File: src/rtl/prw_pkg.sv
package prw_pkg;

    // Default geometry of the packed-row store
    localparam int DEF_ROWS = 8;
    localparam int DEF_COLS = 8;
    localparam int DEF_EW   = 16;

    // Where a captured row word comes from: the stored array, or the
    // word that is being written back in the same cycle.
    typedef enum logic {
        SRC_ARRAY = 1'b0,
        SRC_FWD   = 1'b1
    } word_src_e;

endpackage

File: src/rtl/prw_row_store.sv
module prw_row_store #(
    parameter int ROWS = 8,
    parameter int WW   = 128,
    parameter int RAW  = 3
) (
    input  logic          clk,
    input  logic          rst,
    input  logic          we,
    input  logic [RAW-1:0] waddr,
    input  logic [WW-1:0]  wdata,
    input  logic [RAW-1:0] ra_addr,
    output logic [WW-1:0]  ra_data,
    input  logic [RAW-1:0] rb_addr,
    output logic [WW-1:0]  rb_data
);

    logic [WW-1:0] row_q [ROWS];

    // One full-width register per row; only whole words are ever written.
    for (genvar r = 0; r < ROWS; r++) begin : g_row
        always_ff @(posedge clk) begin
            if (rst) begin
                row_q[r] <= '0;
            end else if (we && (waddr == RAW'(r))) begin
                row_q[r] <= wdata;
            end
        end
    end

    // Two independent read ports: one for the merge sequencer,
    // one for the wide consumer port.
    assign ra_data = row_q[ra_addr];
    assign rb_data = row_q[rb_addr];

endmodule

File: src/rtl/prw_rmw_pipe.sv
module prw_rmw_pipe
    import prw_pkg::*;
#(
    parameter int COLS = 8,
    parameter int EW   = 16,
    parameter int RAW  = 3,
    parameter int CAW  = 3,
    parameter int WW   = COLS * EW
) (
    input  logic           clk,
    input  logic           rst,
    input  logic           req_valid,
    output logic           req_ready,
    input  logic [RAW-1:0] req_row,
    input  logic [CAW-1:0] req_col,
    input  logic [EW-1:0]  req_elem,
    output logic [RAW-1:0] arr_addr,
    input  logic [WW-1:0]  arr_word,
    output logic           wb_en,
    output logic [RAW-1:0] wb_row,
    output logic [WW-1:0]  wb_word
);

    // Read stage: the request latched at the accepting edge
    logic           rs_vld;
    logic [RAW-1:0] rs_row;
    logic [CAW-1:0] rs_col;
    logic [EW-1:0]  rs_elem;

    // Merge stage: the base word plus the lane to replace
    logic           ms_vld;
    logic [RAW-1:0] ms_row;
    logic [CAW-1:0] ms_col;
    logic [EW-1:0]  ms_elem;
    logic [WW-1:0]  ms_base;

    logic           accept;
    word_src_e      base_src;
    logic [WW-1:0]  base_next;
    logic [WW-1:0]  merged;

    // The port stalls only while a write-back is in progress
    assign req_ready = !ms_vld;
    assign accept    = req_valid && req_ready;

    // The read stage addresses the array for the row it will update
    assign arr_addr = rs_row;

    // A write-back to the same row lands at the very edge that captures
    // the base word, so the captured word is taken from the merge result.
    always_comb begin
        if (ms_vld && (ms_row == rs_row)) begin
            base_src = SRC_FWD;
        end else begin
            base_src = SRC_ARRAY;
        end
    end

    assign base_next = (base_src == SRC_FWD) ? merged : arr_word;

    // Lane splice: only the addressed lane takes the new element
    for (genvar c = 0; c < COLS; c++) begin : g_lane
        assign merged[c*EW +: EW] = (ms_col == CAW'(c)) ? ms_elem
                                                        : ms_base[c*EW +: EW];
    end

    always_ff @(posedge clk) begin
        if (rst) begin
            rs_vld <= 1'b0;
            ms_vld <= 1'b0;
        end else begin
            rs_vld <= accept;
            ms_vld <= rs_vld;
        end
    end

    always_ff @(posedge clk) begin
        if (accept) begin
            rs_row  <= req_row;
            rs_col  <= req_col;
            rs_elem <= req_elem;
        end
        if (rs_vld) begin
            ms_row  <= rs_row;
            ms_col  <= rs_col;
            ms_elem <= rs_elem;
            ms_base <= base_next;
        end
    end

    assign wb_en   = ms_vld;
    assign wb_row  = ms_row;
    assign wb_word = merged;

endmodule

File: src/rtl/prw_wide_reader.sv
module prw_wide_reader
    import prw_pkg::*;
#(
    parameter int WW  = 128,
    parameter int RAW = 3
) (
    input  logic           clk,
    input  logic           rst,
    input  logic           rd_en,
    input  logic [RAW-1:0] rd_row,
    input  logic [WW-1:0]  arr_word,
    input  logic           wb_en,
    input  logic [RAW-1:0] wb_row,
    input  logic [WW-1:0]  wb_word,
    output logic           rd_valid,
    output logic [WW-1:0]  rd_data
);

    word_src_e     src;
    logic [WW-1:0] pick;

    // A read that coincides with a write-back of its row sees the new word
    always_comb begin
        if (wb_en && (wb_row == rd_row)) begin
            src = SRC_FWD;
        end else begin
            src = SRC_ARRAY;
        end
    end

    assign pick = (src == SRC_FWD) ? wb_word : arr_word;

    always_ff @(posedge clk) begin
        if (rst) begin
            rd_valid <= 1'b0;
        end else begin
            rd_valid <= rd_en;
        end
    end

    always_ff @(posedge clk) begin
        if (rd_en) begin
            rd_data <= pick;
        end
    end

endmodule

File: src/rtl/prw_mem.sv
module prw_mem #(
    parameter  int ROWS = prw_pkg::DEF_ROWS,
    parameter  int COLS = prw_pkg::DEF_COLS,
    parameter  int EW   = prw_pkg::DEF_EW,
    localparam int WW   = COLS * EW,
    localparam int RAW  = $clog2(ROWS),
    localparam int CAW  = $clog2(COLS)
) (
    input  logic           clk,
    input  logic           rst,
    input  logic           rd_en,
    input  logic [RAW-1:0] rd_row,
    output logic           rd_valid,
    output logic [WW-1:0]  rd_data,
    input  logic           wr_valid,
    output logic           wr_ready,
    input  logic [RAW-1:0] wr_row,
    input  logic [CAW-1:0] wr_col,
    input  logic [EW-1:0]  wr_elem
);

    logic [RAW-1:0] seq_addr;
    logic [WW-1:0]  seq_word;
    logic [WW-1:0]  cons_word;
    logic           wb_en;
    logic [RAW-1:0] wb_row;
    logic [WW-1:0]  wb_word;

    prw_row_store #(
        .ROWS (ROWS),
        .WW   (WW),
        .RAW  (RAW)
    ) u_store (
        .clk     (clk),
        .rst     (rst),
        .we      (wb_en),
        .waddr   (wb_row),
        .wdata   (wb_word),
        .ra_addr (seq_addr),
        .ra_data (seq_word),
        .rb_addr (rd_row),
        .rb_data (cons_word)
    );

    prw_rmw_pipe #(
        .COLS (COLS),
        .EW   (EW),
        .RAW  (RAW),
        .CAW  (CAW),
        .WW   (WW)
    ) u_rmw (
        .clk       (clk),
        .rst       (rst),
        .req_valid (wr_valid),
        .req_ready (wr_ready),
        .req_row   (wr_row),
        .req_col   (wr_col),
        .req_elem  (wr_elem),
        .arr_addr  (seq_addr),
        .arr_word  (seq_word),
        .wb_en     (wb_en),
        .wb_row    (wb_row),
        .wb_word   (wb_word)
    );

    prw_wide_reader #(
        .WW  (WW),
        .RAW (RAW)
    ) u_rd (
        .clk      (clk),
        .rst      (rst),
        .rd_en    (rd_en),
        .rd_row   (rd_row),
        .arr_word (cons_word),
        .wb_en    (wb_en),
        .wb_row   (wb_row),
        .wb_word  (wb_word),
        .rd_valid (rd_valid),
        .rd_data  (rd_data)
    );

endmodule

File: config.mk
export PLATFORM = sky130hd
export DESIGN_NAME = prw_mem
export DESIGN_NICKNAME = d
export VERILOG_FILES = /design/src/rtl/prw_pkg.sv /design/src/rtl/prw_row_store.sv /design/src/rtl/prw_rmw_pipe.sv /design/src/rtl/prw_wide_reader.sv /design/src/rtl/prw_mem.sv
export SDC_FILE = /design/constraint.sdc
export NUM_CORES = 2
export LEC_CHECK = 0
export BUFFER_PORTS_ARGS = -buffer_cell sky130_fd_sc_hd__buf_2
export CORE_MARGIN = 8
export CORE_UTILIZATION = 35
export DETAILED_ROUTE_END_ITERATION = 8
export GPL_TIMING_DRIVEN = 0
export PLACE_DENSITY_LB_ADDON = 0.15
export SYNTH_ARGS = -nofsm -noshare
export SYNTH_HDL_FRONTEND = slang
export SYNTH_SLANG_ARGS = --single-unit
export TNS_END_PERCENT = 1
File: constraint.sdc
create_clock -name clk -period 5.55 [get_ports clk]
set_input_delay 0.2775 -clock clk [delete_from_list [all_inputs] [get_ports clk]]
set_output_delay 0.2775 -clock clk [all_outputs]
set_load 0.01 [all_outputs]
==> impl_metrics.json <==
{
  "status": "finished, final reports clean",
  "cp_slowest_stage_delay_ps": 1070,
  "final_nets": 4263,
  "rsz0062_at_grt": "false",
  "synth_area_per_cell_sq_um": 16.6,
  "globalplace.congestion": 0.763,
  "antenna_found_initial": 7,
  "syn2layout_area_growth_pct": 14.9,
  "fin_total_pwr_w": 0.0240,
  "synth_area_sq_um": 64300,
  "cts_tree": "built",
  "required_ps": 6060,
  "fp.dieW_um": 445,
  "drt-wirelength-per-cell_um": 31.1,
  "period_needed_ps": 3620,
  "netlist_instances": 3874,
  "core_area_sq_um": 183000,
  "synth_cell_types": 30,
  "path_class": "reg2reg",
  "drive_gt1_share_pct": 28.4,
  "cts_sinks": 1330,
  "drt-initial-drc-count": 3253,
  "setup_violations": 0,
  "critPathSlowestCell": "clkbuf_1",
  "row_count": 157,
  "ir_drop_v": 0.000314,
  "ant_nets": 0,
  "startpoint_type": "flop",
  "crit_arrival_ps": 4130,
  "hold_viol": 0,
  "synth_fp_nets": 3903,
  "layout_commonest_cell": "edfxtp_1",
  "die_h_um": 445,
  "fmax_mhz": 276,
  "hpwl_um": 130000,
  "wl_um": 212000,
  "crit_chain": "buf_4, xnor2_1, nand4_1, clkbuf_1, buf_2, mux2i_1",
  "drv_slew": 0,
  "vias": 37200,
  "synth-seq-cells": 1330,
  "grt_pass1_wl_um": 295000,
  "die_area_sq_um": 198000,
  "finClkSkew_ps": 32.8,
  "grt_pass1_vias": 38700,
  "start_util_pct": 35.2,
  "cp-end-kind": "flop",
  "relSlewSlack_pct": 0.997,
  "tightest_slew_ps": 1490,
  "globalRouteOverflowTotal": 0,
  "drc": 0,
  "fillers": 16800,
  "cts_made_buffers": 146,
  "grt_max_degree": 69,
  "clock_latency_ps": 800,
  "post_cts_buffers": 0,
  "final_cell_mix": "edfxtp_1, nor2_1, mux2i_1",
  "portBuffers": 155,
  "cts_max_path_buffers": 3,
  "cellPowerDensity_nw_per_um2": 325,
  "io_pins": 159,
  "yosys_warnings": 0,
  "grt_usage_pct": 20.9,
  "cap_violations": 0,
  "viasPerCell": 5.47,
  "power_leakage_nw": 28.5,
  "root_buffer": "clkbuf_16",
  "ys_seq_area_share_pct": 62.0,
  "dr.pass1.iters": 5,
  "min_period_over_period_pct": 65.3,
  "setup-tns-final_ps": 0,
  "htreeDepth": 4,
  "clk_pin_slew_ps": 60,
  "path_max_fanout": 10,
  "hp-class": "in2reg"
}
## worst max-delay path, delay by kind of cell, from the launching register on
kind,cells,cell delay [ps]
AND/OR/NAND/NOR,1,240
buffers and inverters,3,1910
multiplexers,1,650
flip-flops,1,370
XOR/XNOR,1,150
## registers in the layout (all words and copies together), names as in the netlist, named ones only
register and flops:
u_rd.rd_data 128, u_rd.rd_valid 1, u_rmw.arr_addr 3, u_rmw.ms_base 128
u_rmw.ms_col 3, u_rmw.ms_elem 16, u_rmw.rs_col 3, u_rmw.rs_elem 16
u_rmw.rs_vld 1, u_rmw.wb_en 1, u_rmw.wb_row 3, u_store.row_q 1024
## area by class of cell
type,count,area [sq um],area share [%]
repair buffers,212,1850,2.50
clock inverters,74,567,0.767
diodes,3,7.51,0.0102
plain buffers,322,2050,2.77
flip-flops and latches,1330,39900,54.0
well taps,2464,3080,4.17
multi-input cells,2221,22500,30.4
clock buffers,185,3970,5.37
inverters,1,3.75,0.00508
## synth_stat cells, drive strengths merged
| cell | count | share of area [%] |
|---|---|---|
| buf | 246 | 2.7 |
| a41o | 1 | 0.016 |
| nor2b | 6 | 0.058 |
| a31o | 4 | 0.054 |
| a21o | 3 | 0.035 |
| mux4 | 512 | 18 |
| nor3 | 1 | 0.025 |
| nand2 | 6 | 0.035 |
| nor2 | 1026 | 6.0 |
| nand3 | 3 | 0.043 |
| and3b | 1 | 0.014 |
| mux2i | 640 | 10 |
| edfxtp | 1324 | 62 |
| xnor2 | 6 | 0.082 |
| inv | 1 | 0.0058 |
| clkbuf | 76 | 0.47 |
| nor3b | 4 | 0.047 |
| mux2 | 3 | 0.053 |
| nand4 | 2 | 0.019 |
| nand3b | 3 | 0.035 |
| dfxtp | 6 | 0.19 |
## path summary, 6_finish.rpt
check                          from  slack [ps]  cells after the start                end
hold / removal             wr_valid         160                      2  u_rmw.arr_addr[2]
hold reg to reg   u_rmw.rs_elem[12]         420                      0  u_rmw.ms_elem[12]
setup / recovery    u_rmw.wb_row[1]        1930                      6   u_rd.rd_data[94]
setup reg to reg    u_rmw.wb_row[1]        1930                      6   u_rd.rd_data[94]
## through the flow
step	area [sq um]	utilization, %	worst slack, ps	cells	hold slack, ps
after floorplan	64300	-	1460	3874	349
after global placement	68200	37.3	-2310	6493	408
after detailed placement	69100	37.8	1550	6526	406
after CTS	73900	40.4	1810	6809	138
after global routing	73900	40.4	1990	6810	139
final	73900	40.4	1930	6812	162
## layer usage
layer / track usage (%) / wire (um)
met5: 0 / 0
met4: 6.81 / 7140
met3: 3.47 / 11800
met2: 36.8 / 108000
met1: 26.4 / 84700
## logic make-up after synthesis
family	share of synthesized area (%)
DFF	62.0
muxes	28.4
and+or+nand+nor	6.26
buffers and inverters	3.18
AOI/OAI and AO/OA	0.105
xor gates and xnor gates	0.0817
## report_power, final
group          total (W)  internal, W  switching, W
combinational    0.00272      0.00111       0.00160
clock            0.00955      0.00541       0.00415
sequential        0.0118       0.0116      0.000191
total             0.0240       0.0181       0.00594
## repair_timing
action                                 4_1_cts  5_1_grt
hold buffers                                24        0
endpoints found under the hold margin       36        0
resized for setup                            0        0
No activity file was read; power rests on OpenSTA's default activity.
